===== src/rtl/edge_cap_pkg.sv =====
package edge_cap_pkg;
    typedef enum logic [1:0] {
        CAP_OFF  = 2'd0,
        CAP_RISE = 2'd1,
        CAP_FALL = 2'd2,
        CAP_BOTH = 2'd3
    } cap_mode_e;

    localparam int unsigned SLOT_COUNT = 2;
endpackage


===== src/rtl/ecap_sync.sv =====
module ecap_sync #(
    parameter int unsigned STAGES = 2
) (
    input  logic clk,
    input  logic rst_n,
    input  logic pin_async,
    output logic level,
    output logic level_prev,
    output logic primed
);
    localparam int unsigned FILL_W = STAGES + 1;

    typedef struct packed {
        logic [STAGES-1:0] chain;
        logic              prev;
        logic [FILL_W-1:0] fill;
    } sync_t;

    sync_t st_d, st_q;

    always_comb begin
        st_d       = st_q;
        st_d.chain = {st_q.chain[STAGES-2:0], pin_async};
        st_d.prev  = st_q.chain[STAGES-1];
        st_d.fill  = {st_q.fill[FILL_W-2:0], 1'b1};
    end

    always_ff @(posedge clk or negedge rst_n) begin
        if (!rst_n) st_q <= '0;
        else        st_q <= st_d;
    end

    assign level      = st_q.chain[STAGES-1];
    assign level_prev = st_q.prev;
    assign primed     = st_q.fill[FILL_W-1];
endmodule


===== src/rtl/ecap_edge.sv =====
module ecap_edge
    import edge_cap_pkg::*;
(
    input  cap_mode_e mode,
    input  logic      level,
    input  logic      level_prev,
    input  logic      primed,
    output logic      hit
);
    logic rise, fall;

    always_comb begin
        rise = primed & level & ~level_prev;
        fall = primed & ~level & level_prev;
        unique case (mode)
            CAP_RISE: hit = rise;
            CAP_FALL: hit = fall;
            CAP_BOTH: hit = rise | fall;
            default:  hit = 1'b0;
        endcase
    end
endmodule


===== src/rtl/ecap_store.sv =====
module ecap_store
    import edge_cap_pkg::*;
#(
    parameter int unsigned CNT_W = 32
) (
    input  logic             clk,
    input  logic             rst_n,
    input  logic             hit,
    input  logic             pin_is_input,
    input  cap_mode_e        mode,
    input  logic             second_sel,
    input  logic             arm_clr,
    input  logic [CNT_W-1:0] count_in,
    output logic [CNT_W-1:0] cap_first,
    output logic [CNT_W-1:0] cap_second,
    output logic             cap_event
);
    localparam int unsigned NUM_W = $clog2(SLOT_COUNT + 1);
    localparam logic [NUM_W-1:0] FULL = NUM_W'(SLOT_COUNT);

    typedef struct packed {
        logic [NUM_W-1:0] num;
        logic [CNT_W-1:0] first;
        logic [CNT_W-1:0] second;
        logic             evt;
        cap_mode_e        mode_prev;
    } store_t;

    store_t sv_d, sv_q;
    logic   rearm;
    logic   take;

    always_comb begin
        sv_d           = sv_q;
        sv_d.evt       = 1'b0;
        sv_d.mode_prev = mode;
        rearm = arm_clr | ((sv_q.mode_prev == CAP_OFF) && (mode != CAP_OFF));
        take  = hit & pin_is_input & (sv_q.num != FULL);
        if (rearm) begin
            sv_d.num = '0;
        end else if (take) begin
            if (sv_q.num == '0) sv_d.first  = count_in;
            else                sv_d.second = count_in;
            sv_d.num = sv_q.num + 1'b1;
            sv_d.evt = (sv_q.num[0] == second_sel);
        end
    end

    always_ff @(posedge clk or negedge rst_n) begin
        if (!rst_n) begin
            sv_q           <= '0;
            sv_q.mode_prev <= CAP_OFF;
        end else begin
            sv_q <= sv_d;
        end
    end

    assign cap_first  = sv_q.first;
    assign cap_second = sv_q.second;
    assign cap_event  = sv_q.evt;
endmodule


===== src/rtl/edge_capture_unit.sv =====
module edge_capture_unit
    import edge_cap_pkg::*;
#(
    parameter int unsigned CNT_W       = 32,
    parameter int unsigned SYNC_STAGES = 2
) (
    input  logic             clk,
    input  logic             rst_n,
    input  logic             pin_async,
    input  logic [CNT_W-1:0] count_in,
    input  logic [1:0]       cap_mode,
    input  logic             second_sel,
    input  logic             pin_is_input,
    input  logic             arm_clr,
    output logic [CNT_W-1:0] cap_first,
    output logic [CNT_W-1:0] cap_second,
    output logic             cap_event
);
    cap_mode_e mode;
    logic      level, level_prev, primed, hit;

    assign mode = cap_mode_e'(cap_mode);

    ecap_sync #(.STAGES(SYNC_STAGES)) u_sync (
        .clk        (clk),
        .rst_n      (rst_n),
        .pin_async  (pin_async),
        .level      (level),
        .level_prev (level_prev),
        .primed     (primed)
    );

    ecap_edge u_edge (
        .mode       (mode),
        .level      (level),
        .level_prev (level_prev),
        .primed     (primed),
        .hit        (hit)
    );

    ecap_store #(.CNT_W(CNT_W)) u_store (
        .clk          (clk),
        .rst_n        (rst_n),
        .hit          (hit),
        .pin_is_input (pin_is_input),
        .mode         (mode),
        .second_sel   (second_sel),
        .arm_clr      (arm_clr),
        .count_in     (count_in),
        .cap_first    (cap_first),
        .cap_second   (cap_second),
        .cap_event    (cap_event)
    );
endmodule


===== config.mk =====
export PLATFORM = sky130hd
export DESIGN_NAME = edge_capture_unit
export DESIGN_NICKNAME = d
export VERILOG_FILES = /design/src/rtl/edge_cap_pkg.sv /design/src/rtl/ecap_sync.sv /design/src/rtl/ecap_edge.sv /design/src/rtl/ecap_store.sv /design/src/rtl/edge_capture_unit.sv
export SDC_FILE = /design/constraint.sdc
export NUM_CORES = 1
export LEC_CHECK = 0
export BUFFER_PORTS_ARGS = -buffer_cell sky130_fd_sc_hd__buf_2
export CORE_AREA = 2 2 74 112
export CTS_BUF_LIST = sky130_fd_sc_hd__clkbuf_8 sky130_fd_sc_hd__clkbuf_16
export DETAILED_ROUTE_END_ITERATION = 10
export DIE_AREA = 0 0 76 114
export PLACE_DENSITY = 0.74
export SYNTH_ARGS = -nofsm -noshare
export SYNTH_HDL_FRONTEND = slang
export SYNTH_SLANG_ARGS = --single-unit

===== constraint.sdc =====
create_clock -name clk -period 1.7 [get_ports clk]
set_input_delay 0.34 -clock clk [delete_from_list [all_inputs] [get_ports clk]]
set_output_delay 0.34 -clock clk [all_outputs]
set_load 0.02 [all_outputs]

==> metrics.cfg, run 1 <==
[clock_network]
path_clk_slew_ps = 50
cts_hold_buf = 0
cts_made_buffers = 9
clkLatencyLatePin_ps = 320
cts_tree = built
clkSinkCount = 75
htreeDepth = 3
clockBufferDepth = 2
cts_root_buf = clkbuf_16

[placement]
placedCellCount = 381
portBuffers = 104
detailedPlacementHpwl_mm = 4.25
place.gp.congestion = 0.783

[floorplan]
dieWidth_um = 76
std_cell_rows = 40
die_h_um = 114
io_pins = 105
floorplan.initialDensity_pct = 44.5
core_area_mm2 = 0.00776
die_area_mm2 = 0.00866

[outcome]
run_status = finished with violations
violations = setup timing

[worst_setup_path]
cp-end-kind = register
r2r_end = u_store.cap_second[24]
worst_setup_path_start_kind = register
cp_top_family = simple AND/OR/NAND/NOR gates
criticalPathCategory = register to register
rr_startpoint = u_store.sv_q[68]
r2r_cells = 7
r2r_setup_slack_ps = -110
cp_max_fo = 9
critical_path_buf_inv_count = 2
crit_path_top_delay_cell = dfrtp_1
crit_chain = ha_2, nand3b_1, a21oi_4, and3b_2, buf_4, buf_16, mux2_4
worst_ep_arrival_time_ps = 2010
cp.required_ps = 1910
max_stage_delay_ps = 390

[synth]
syn-instance-count = 231
synth_area_per_cell_um2 = 15.0
syn-cell-area_mm2 = 0.00346
ys_seq_elements = 75
ys_types = 22
syn_nets = 273
synth-seq-area-share_pct = 54.3
ys_warn_count = 0

[grt]
grt_pass1_vias = 1898
grt_max_degree = 76
overflow = 0
grt_pass1_wl_mm = 9.72
antenna_found_initial = 1
grt_usage_pct = 14.9

[sta]
post-route-min-period_ps = 1810
setup_violations = 64
maxSlewViolCount = 0
fin_ws_ps = -106
fmax_mhz = 554
tns_ps = -5110
rsz0062_at_grt = true
skew_ps = 2.54
finalHoldViolCount = 0
fin_crit_sh_pct = 106

[power_and_ir_drop]
sequentialPowerShare_pct = 46.1
pwr-share-clk_pct = 35.3
p_sw_share_pct = 26.6
power.internal_w = 0.00336
worst_ir_drop_vdd_uv = 610
p_sw_w = 0.00122
p_leak_nw = 2.17
p_comb_share_pct = 18.6
powerDensity_mw_per_mm2 = 1130

[routing]
vias = 1776
drc = 0
dr.pass1.iters = 2
drtAntennaViolNets = 0
drt_iter0_markers = 55
drt-total-wl_mm = 5.98
wl_per_cell_um = 14.9
viasPerCell = 4.43

[flow_run]
cap_violations = 0

[worst_hold_path]
hp-class = input pin to async pin

[final_layout]
area_delta_synth_final_pct = 17.6
fin_nets = 336
diodes = 0
fillCellCount = 666
drive_gt1_share_pct = 68.2
final_cell_count_no_fill = 401

## how the worst max path moves through the flow
stage | startpoint | to | slack, ps | cells past startpoint
6_report | u_store.sv_q[68] | u_store.cap_second[24] | -110 | 7
3_5_place_dp | u_store.sv_q[68] | u_store.cap_second[31] | -110 | 6
2_1_floorplan | u_store.sv_q[67] | u_store.cap_second[10] | -130 | 8
5_1_grt | u_store.sv_q[68] | u_store.cap_second[16] | -170 | 7
4_1_cts | u_store.sv_q[68] | u_store.cap_second[23] | -110 | 7
3_3_place_gp | u_store.sv_q[67] | u_store.cap_second[27] | -60 | 7
## kinds of logic (layout without fill, tap and decap cells)
| group | count (synthesis) | after routing | share of synthesized area [%] |
|---|---|---|---|
| flops | 75 | 75 | 54.3 |
| simple gates | 11 | 11 | 2.72 |
| fa+ha+maj | 2 | 2 | 0.724 |
| other cells | 1 | 1 | 0.109 |
| mux | 65 | 65 | 24.4 |
| xor+xnor | 2 | 2 | 0.507 |
| compound gates | 2 | 2 | 0.615 |
| buf+inv | 73 | 138 | 16.6 |
## cell usage in the layout (no fill, tap or decap), drive strengths merged
cell      n
nand3b    3
a21oi     1
nand2b    1
clkbuf   10
dfrtp    75
and3      1
xnor2     2
nand3     1
and3b     1
mux2     64
ha        2
inv       5
mux2i     1
buf     123
conb      1
o21ai     1
nor2      4
## power groups by stage
stage | clock network (W) | registers (W) | logic (W)
5_1_grt | 0.00174 | 0.00214 | 0.000909
2_1_floorplan | 0 | 0.00212 | 0.000806
6_report | 0.00162 | 0.00211 | 0.000850
3_5_place_dp | 0 | 0.00215 | 0.000853
4_1_cts | 0.00167 | 0.00212 | 0.000858
3_3_place_gp | 0 | 0.00213 | 0.000834
## cell usage after synthesis
cell type | n | area share [%]
nand3b_4 | 2 | 1.2
and3_1 | 1 | 0.18
nand3b_1 | 1 | 0.22
conb_1 | 1 | 0.11
nor2_1 | 4 | 0.43
o21ai_0 | 1 | 0.14
dfrtp_1 | 75 | 54
buf_12 | 3 | 1.7
mux2_1 | 3 | 0.98
mux2_2 | 31 | 10
ha_1 | 2 | 0.72
nand2b_1 | 1 | 0.18
buf_2 | 3 | 0.43
buf_6 | 1 | 0.33
mux2_4 | 30 | 13
inv_1 | 2 | 0.22
mux2i_1 | 1 | 0.29
nand3_2 | 1 | 0.29
and3b_1 | 1 | 0.25
buf_4 | 64 | 14
xnor2_1 | 2 | 0.51
a21oi_4 | 1 | 0.47
## metal layers
metal  vias up  wire length (um)  track usage (%)
met5         -                13                0
li1        831                 -                -
met4         2               171             10.2
met1       883              2350             17.2
met2        47              3170             24.5
met3        13               276             3.56
## sequential cells by signal, indices dropped and copies added, names as in the netlist
register	cells
u_store.cap_event	1
u_store.cap_second	32
u_sync.st_d	3
u_store.cap_first	32
u_sync.primed	1
u_store.sv_q	4
u_sync.level_prev	1
u_sync.level	1
## through the flow
stage                     util, %  area [um2]  setup slack [ps]  hold slack, ps  total power [W]
after global placement       47.7        3700             -61.0             334          0.00297
after floorplan                 -        3460              -129            44.4          0.00292
final                        52.4        4070              -106            13.4          0.00458
after global routing         52.4        4070              -170            57.2          0.00480
after CTS                    52.0        4040              -105            40.8          0.00464
after detailed placement     47.7        3700              -107             336          0.00300
## repair_timing
item / CTS / global route
endpoints found under the hold margin: 0 / 0
buffers inserted: 3 / 3
setup endpoints to repair: 64 / 64
cloned: 1 / 0
gates resized for setup: 7 / 2
## final cells by class
type | count | area, um2 | area share [%]
Sequential cell | 75 | 1880 | 46.2
Multi-Input combinational cell | 83 | 1030 | 25.3
Timing Repair Buffer | 123 | 772 | 19.0
Clock buffer | 10 | 239 | 5.88
Tap cell | 105 | 131 | 3.23
Clock inverter | 3 | 11.3 | 0.277
Inverter | 2 | 7.51 | 0.185
Note: power is estimated with default switching activity, not from simulation.
==> inputs of run 2 (changes only) <==
Settings changed: HOLD_SLACK_MARGIN set to 0.06.
Clock period 1.7 ns to 1.6 ns, I/O delays scaled along.
==> run 2 against run 1 <==
The flow still finishes with violations (setup timing). Routed wire length fell by 0.22%. Clock skew rose by 2.7 ps. Non-clock buffer count is 3 lower. Cell area is 1.1% lower. Sequential power up 7%. Clock power rose by 9%. Fmax increased by 0.22%. Largest cell class unchanged.
==> metrics.cfg, run 2 (same netlist as run 1, synthesis figures left out) <==
[floorplan]
core_area_mm2 = 0.00776
floorplan.initialDensity_pct = 44.5
std_cell_rows = 40
die_area_mm2 = 0.00866
die_h_um = 114
io_pins = 105
dieWidth_um = 76

[sta]
setup_violations = 65
rsz0062_at_grt = true
fin_crit_sh_pct = 113
maxSlewViolCount = 0
finalHoldViolCount = 0
skew_ps = 5.21
fin_ws_ps = -202
post-route-min-period_ps = 1800
fmax_mhz = 555

[final_layout]
area_delta_synth_final_pct = 16.3
final_util_pct = 51.8
final_common_cell = buf_2
final_cell_mix = 103 x buf_2, 75 x dfrtp_1, 35 x mux2_4
fin_nets = 333
diodes = 0
final_cell_count_no_fill = 400
drive_gt1_share_pct = 68.5

[worst_setup_path]
worst_setup_path_start_kind = register
r2r_end = u_store.cap_second[21]
r2r_cells = 6
worst_ep_arrival_time_ps = 2010
endpoint = u_store.cap_second[21]
crit_start = u_store.sv_q[68]
cp-end-kind = register
cp_max_fo = 18
criticalPathCategory = register to register
cp.required_ps = 1810
r2r_setup_slack_ps = -200
rr_startpoint = u_store.sv_q[68]

[power_and_ir_drop]
worst_ir_drop_vdd_uv = 685
powerDensity_mw_per_mm2 = 1220
p_leak_nw = 2.16

[clock_network]
clockBufferDepth = 2
cts_made_buffers = 9
clkSinkCount = 75
htreeDepth = 3
clkLatencyLatePin_ps = 330
cts_root_buf = clkbuf_16
path_clk_slew_ps = 50
cts_tree = built

[routing]
viasPerCell = 4.46
drc = 0
vias = 1783
drt_iter0_markers = 87
dr.pass1.iters = 4
drt-total-wl_mm = 5.96
drtAntennaViolNets = 0
wl_per_cell_um = 14.9

[worst_hold_path]
hp-class = input pin to register

[grt]
grt_max_degree = 76
antenna_found_initial = 0
grt_usage_pct = 15.0
overflow = 0
grt_pass1_wl_mm = 9.68
grt_pass1_vias = 1906

[placement]
placedCellCount = 380
detailedPlacementHpwl_mm = 4.28
portBuffers = 104
place.gp.congestion = 0.717

[outcome]
violations = setup timing
run_status = finished with violations

[flow_run]
cap_violations = 0

==> run 2: cell count changes in the layout (fill, tap and decap cells not counted) <==
cell           delta
buf_12            -2
buf_16            -1
buf_4             -2
buf_6             +2
buf_8             -1
clkinv_2          +3
dlygate4sd3_1     +1
inv_2             -1
mux2_1            -2
mux2_4            +2
==> run 2: layer usage <==
layer	GRT usage (%)	vias up	part of all wire (%)
met5	0	-	0
met4	9.58	0	2.8
met3	3.96	11	4.8
met2	27.4	53	57
met1	15.2	897	35
li1	-	822	-
==> run 2: critical path, stage by stage (launching register included) <==
cell and delay, ps:
dfrtp_1 390, ha_2 180, nand3b_1 190, a21oi_4 140, and3b_2 260, buf_12 200, mux2_4 320
==> run 2: cell type report <==
| class | instances | area, um2 |
|---|---|---|
| Clock buffer | 10 | 239 |
| Clock inverter | 5 | 22.5 |
| Fill cell | 662 | 3740 |
| Inverter | 2 | 7.51 |
| Multi-Input combinational cell | 83 | 1030 |
| Sequential cell | 75 | 1880 |
| Tap cell | 105 | 131 |
| Timing Repair Buffer | 120 | 707 |
==> run 2: how the worst min path moves through the flow <==
stage                              start           endpoint  slack (ps)  cells after the start
after global routing           pin_async     u_sync.st_d[5]          80                      1
final                          pin_async     u_sync.st_d[5]         100                      1
after detailed placement  u_sync.st_d[5]       u_sync.level         340                      0
after CTS                      pin_async     u_sync.st_d[5]          80                      1
after floorplan                    rst_n  u_store.cap_event          20                      0
after global placement    u_sync.st_d[5]       u_sync.level         330                      0
==> run 2: repair_timing <==
item | in CTS | in global routing
buffers inserted | 3 | 1
hold buffers | 1 | 0
endpoints found under the setup margin | 64 | 65
gates resized for setup | 8 | 1
hold endpoints to repair | 75 | 0
cloned | 0 | 0
==> run 2: where the power goes <==
group          switching [W]  internal [W]  total (W)
sequential          0.000114       0.00213    0.00225
combinational       0.000512      0.000401   0.000913
clock               0.000699       0.00106    0.00176
==> run 2: per-stage QoR <==
| step | power (W) | setup WS (ps) | hold WS [ps] | instance area [um2] | setup TNS [ps] |
|---|---|---|---|---|---|
| final | 0.00492 | -202 | 97.0 | 4020 | -11300 |
| after global routing | 0.00516 | -251 | 84.6 | 4020 | -14880 |
| after CTS | 0.00500 | -188 | 80.2 | 4010 | -9980 |
| after detailed placement | 0.00320 | -189 | 340 | 3680 | -9330 |
| after global placement | 0.00317 | -134 | 335 | 3680 | -6420 |
| after floorplan | 0.00312 | -228 | 24.4 | 3480 | -8860 |
==> inputs of run 3 (changes only) <==
Settings changed: CORE_AREA 2 2 74 112 to 2 2 75 112, DIE_AREA 0 0 76 114 to 0 0 77 114, PLACE_DENSITY 0.74 to 0.75, SYNTH_HIERARCHICAL set to 1.
==> run 3 against run 2 <==
The flow still finishes with violations (setup timing). Die area increased by 1.3%. Flip-flop and latch count stayed put. Sequential share of layout area shrank 3.6 points. Combinational power rose by 23%. Hold slack got worse by 4.4 ps. Clock skew increased by 0.67 ps. Synthesized cell count down 0.43%. Register-to-register slack got worse by 20 ps. Global-route usage rose by 0.46 points. Critical path type unchanged. Largest cell class unchanged. Largest power group unchanged.
==> metrics.cfg, run 3 <==
[final_layout]
drive_gt1_share_pct = 70.4
final_common_cell = buf_2
diodes = 0
final_cell_mix = 103 x buf_2, 75 x dfrtp_1, 64 x mux2_4
fin_nets = 338
area_delta_synth_final_pct = 22.5
finalInstanceArea_mm2 = 0.00436

[worst_hold_path]
hp-class = input pin to register

[outcome]
run_status = finished with violations
violations = setup timing

[routing]
drtAntennaViolNets = 0
drt-total-wl_mm = 6.51
vias = 1804
wl_per_cell_um = 16.0
drt_iter0_markers = 52
drc = 0
dr.pass1.iters = 3
viasPerCell = 4.44

[floorplan]
floorplan.initialDensity_pct = 45.0
core_area_mm2 = 0.00791
die_area_mm2 = 0.00878
std_cell_rows = 40
dieWidth_um = 77
io_pins = 105
die_h_um = 114

[sta]
tns_ps = -12200
fmax_mhz = 549
fin_crit_sh_pct = 114
post-route-min-period_ps = 1820
fin_ws_ps = -220
setup_violations = 64
skew_ps = 5.88
rsz0062_at_grt = true
maxSlewViolCount = 0
finalHoldViolCount = 0
hold_ws_ps = 92.6

[worst_setup_path]
cp-end-kind = register
criticalPathCategory = register to register
r2r_setup_slack_ps = -220
worst_ep_arrival_time_ps = 2030
cp_max_fo = 8
worst_setup_path_start_kind = register
cp.required_ps = 1810

[grt]
grt_max_degree = 35
grt_pass1_vias = 1924
antenna_found_initial = 2
use_met3_pct = 4.51
grt_pass1_wl_mm = 10.1
top_usage_layer = met2
use_met1_pct = 17.9
grtUsageMet2_pct = 25.1
overflow = 0
grt_usage_pct = 15.5

[synth]
synth_top_family_by_area = multiplexers
synthMuxAreaShare_pct = 26.9
synth_top_area_share_pct = 52.7
ys_warn_count = 6
synth_area_per_cell_um2 = 15.5
ys_types = 19
synthFlopType = dfrtp_1
synth_fa_ha_area_share_pct = 0.703
syn-instance-count = 230
synth_edf_count = 0
synth-simple-area-share_pct = 1.62
synth_most_common_cell = dfrtp_1
synthTopCellsByCount = 75 x dfrtp_1, 64 x buf_4, 60 x mux2_4
synth_xor_area_share_pct = 0.492
synth_area_leaders = dfrtp_1 53%, mux2_4 25%, buf_4 14%
syn_nets = 272
synth_largest_area_cell = dfrtp_1
ys_seq_elements = 75
synth-seq-area-share_pct = 52.7
async_flop_share_pct = 100
syn-cell-area_mm2 = 0.00356
synth_compound_area_share_pct = 1.76

[clock_network]
path_clk_slew_ps = 50
htreeDepth = 3
clkSinkCount = 75
cts_made_buffers = 9
clockBufferDepth = 2
cts_root_buf = clkbuf_16
clkLatencyLatePin_ps = 330
cts_tree = built

[placement]
detailedPlacementHpwl_mm = 4.34
place.gp.congestion = 0.746
dpl_cell_area_mm2 = 0.00383
portBuffers = 104

[power_and_ir_drop]
sequentialPowerShare_pct = 41.1
worst_ir_drop_vdd_uv = 709
p_sw_w = 0.00146
p_leak_nw = 2.28
powerDensity_mw_per_mm2 = 1290
pwr-share-clk_pct = 39.0
p_comb_share_pct = 19.9
power.internal_w = 0.00415
p_sw_share_pct = 26.1

[flow_run]
cap_violations = 0

## run 3: routing by layer
layer,up-vias,wire [um]
li1,842,-
met1,878,2580
met2,63,3370
met3,17,354
met4,4,181
met5,-,22
## run 3: critical path: stages (launching register included)
cell	delay, ps
dfrtp_1	390
nand4b_1	190
nand2_2	100
nand3b_4	110
a2111oi_4	250
buf_4	210
buf_12	140
mux2_4	300
## run 3: path summary, 6_finish.rpt
path	startpoint	to	cells after the start
worst min-delay path	pin_async	u_sync/st_d[5]	1
min in group asynchronous	rst_n	u_store/cap_first[25]	2
worst min register to register	u_sync/st_d[1]	u_sync/st_d[2]	0
worst max-delay path	u_sync/level	u_store/cap_first[31]	7
worst max register to register	u_sync/level	u_store/cap_first[31]	7
max in group asynchronous	rst_n	u_sync/level	3
## run 3: power by group through the flow
stage / clock, W / sequential [W] / combinational (W)
2_1_floorplan: 0 / 0.00229 / 0.00108
3_3_place_gp: 0 / 0.00233 / 0.00109
3_5_place_dp: 0 / 0.00233 / 0.00111
4_1_cts: 0.00224 / 0.00231 / 0.00113
5_1_grt: 0.00233 / 0.00234 / 0.00119
6_report: 0.00219 / 0.00231 / 0.00112
## run 3: what timing repair did
action	4_1_cts	5_1_grt
pin swaps	2	1
hold endpoints to repair	22	0
hold buffers	1	0
resized for setup	21	1
endpoints found under the setup margin	64	64
cloned	2	2
setup buffers	3	1
## run 3: logic make-up after synthesis
logic type	count (synthesis)
other	1
flip-flops	75
AO/OA/AOI/OAI	3
XOR/XNOR	2
multiplexers	65
AND/OR/NAND/NOR	9
buffers and inverters	73
adder cells (fa/ha/maj)	2
## run 3: final cells by class
| type | count | area, um2 |
|---|---|---|
| clock buffers | 11 | 253 |
| clock inverters | 5 | 76.3 |
| fillers | 669 | 3550 |
| inverters | 3 | 11.3 |
| multi-input cells | 82 | 1170 |
| flip-flops and latches | 75 | 1880 |
| well taps | 105 | 131 |
| repair buffers | 125 | 836 |
## run 3: metrics by stage
step           instances  setup WS, ps  utilization (%)  power (W)
2_1_floorplan        230          -179                -    0.00337
3_3_place_gp         381          -335             48.4    0.00342
3_5_place_dp         381          -368             48.4    0.00344
4_1_cts              403          -265             54.3    0.00568
5_1_grt              406          -327             55.1    0.00586
6_report             406          -220             55.1    0.00562
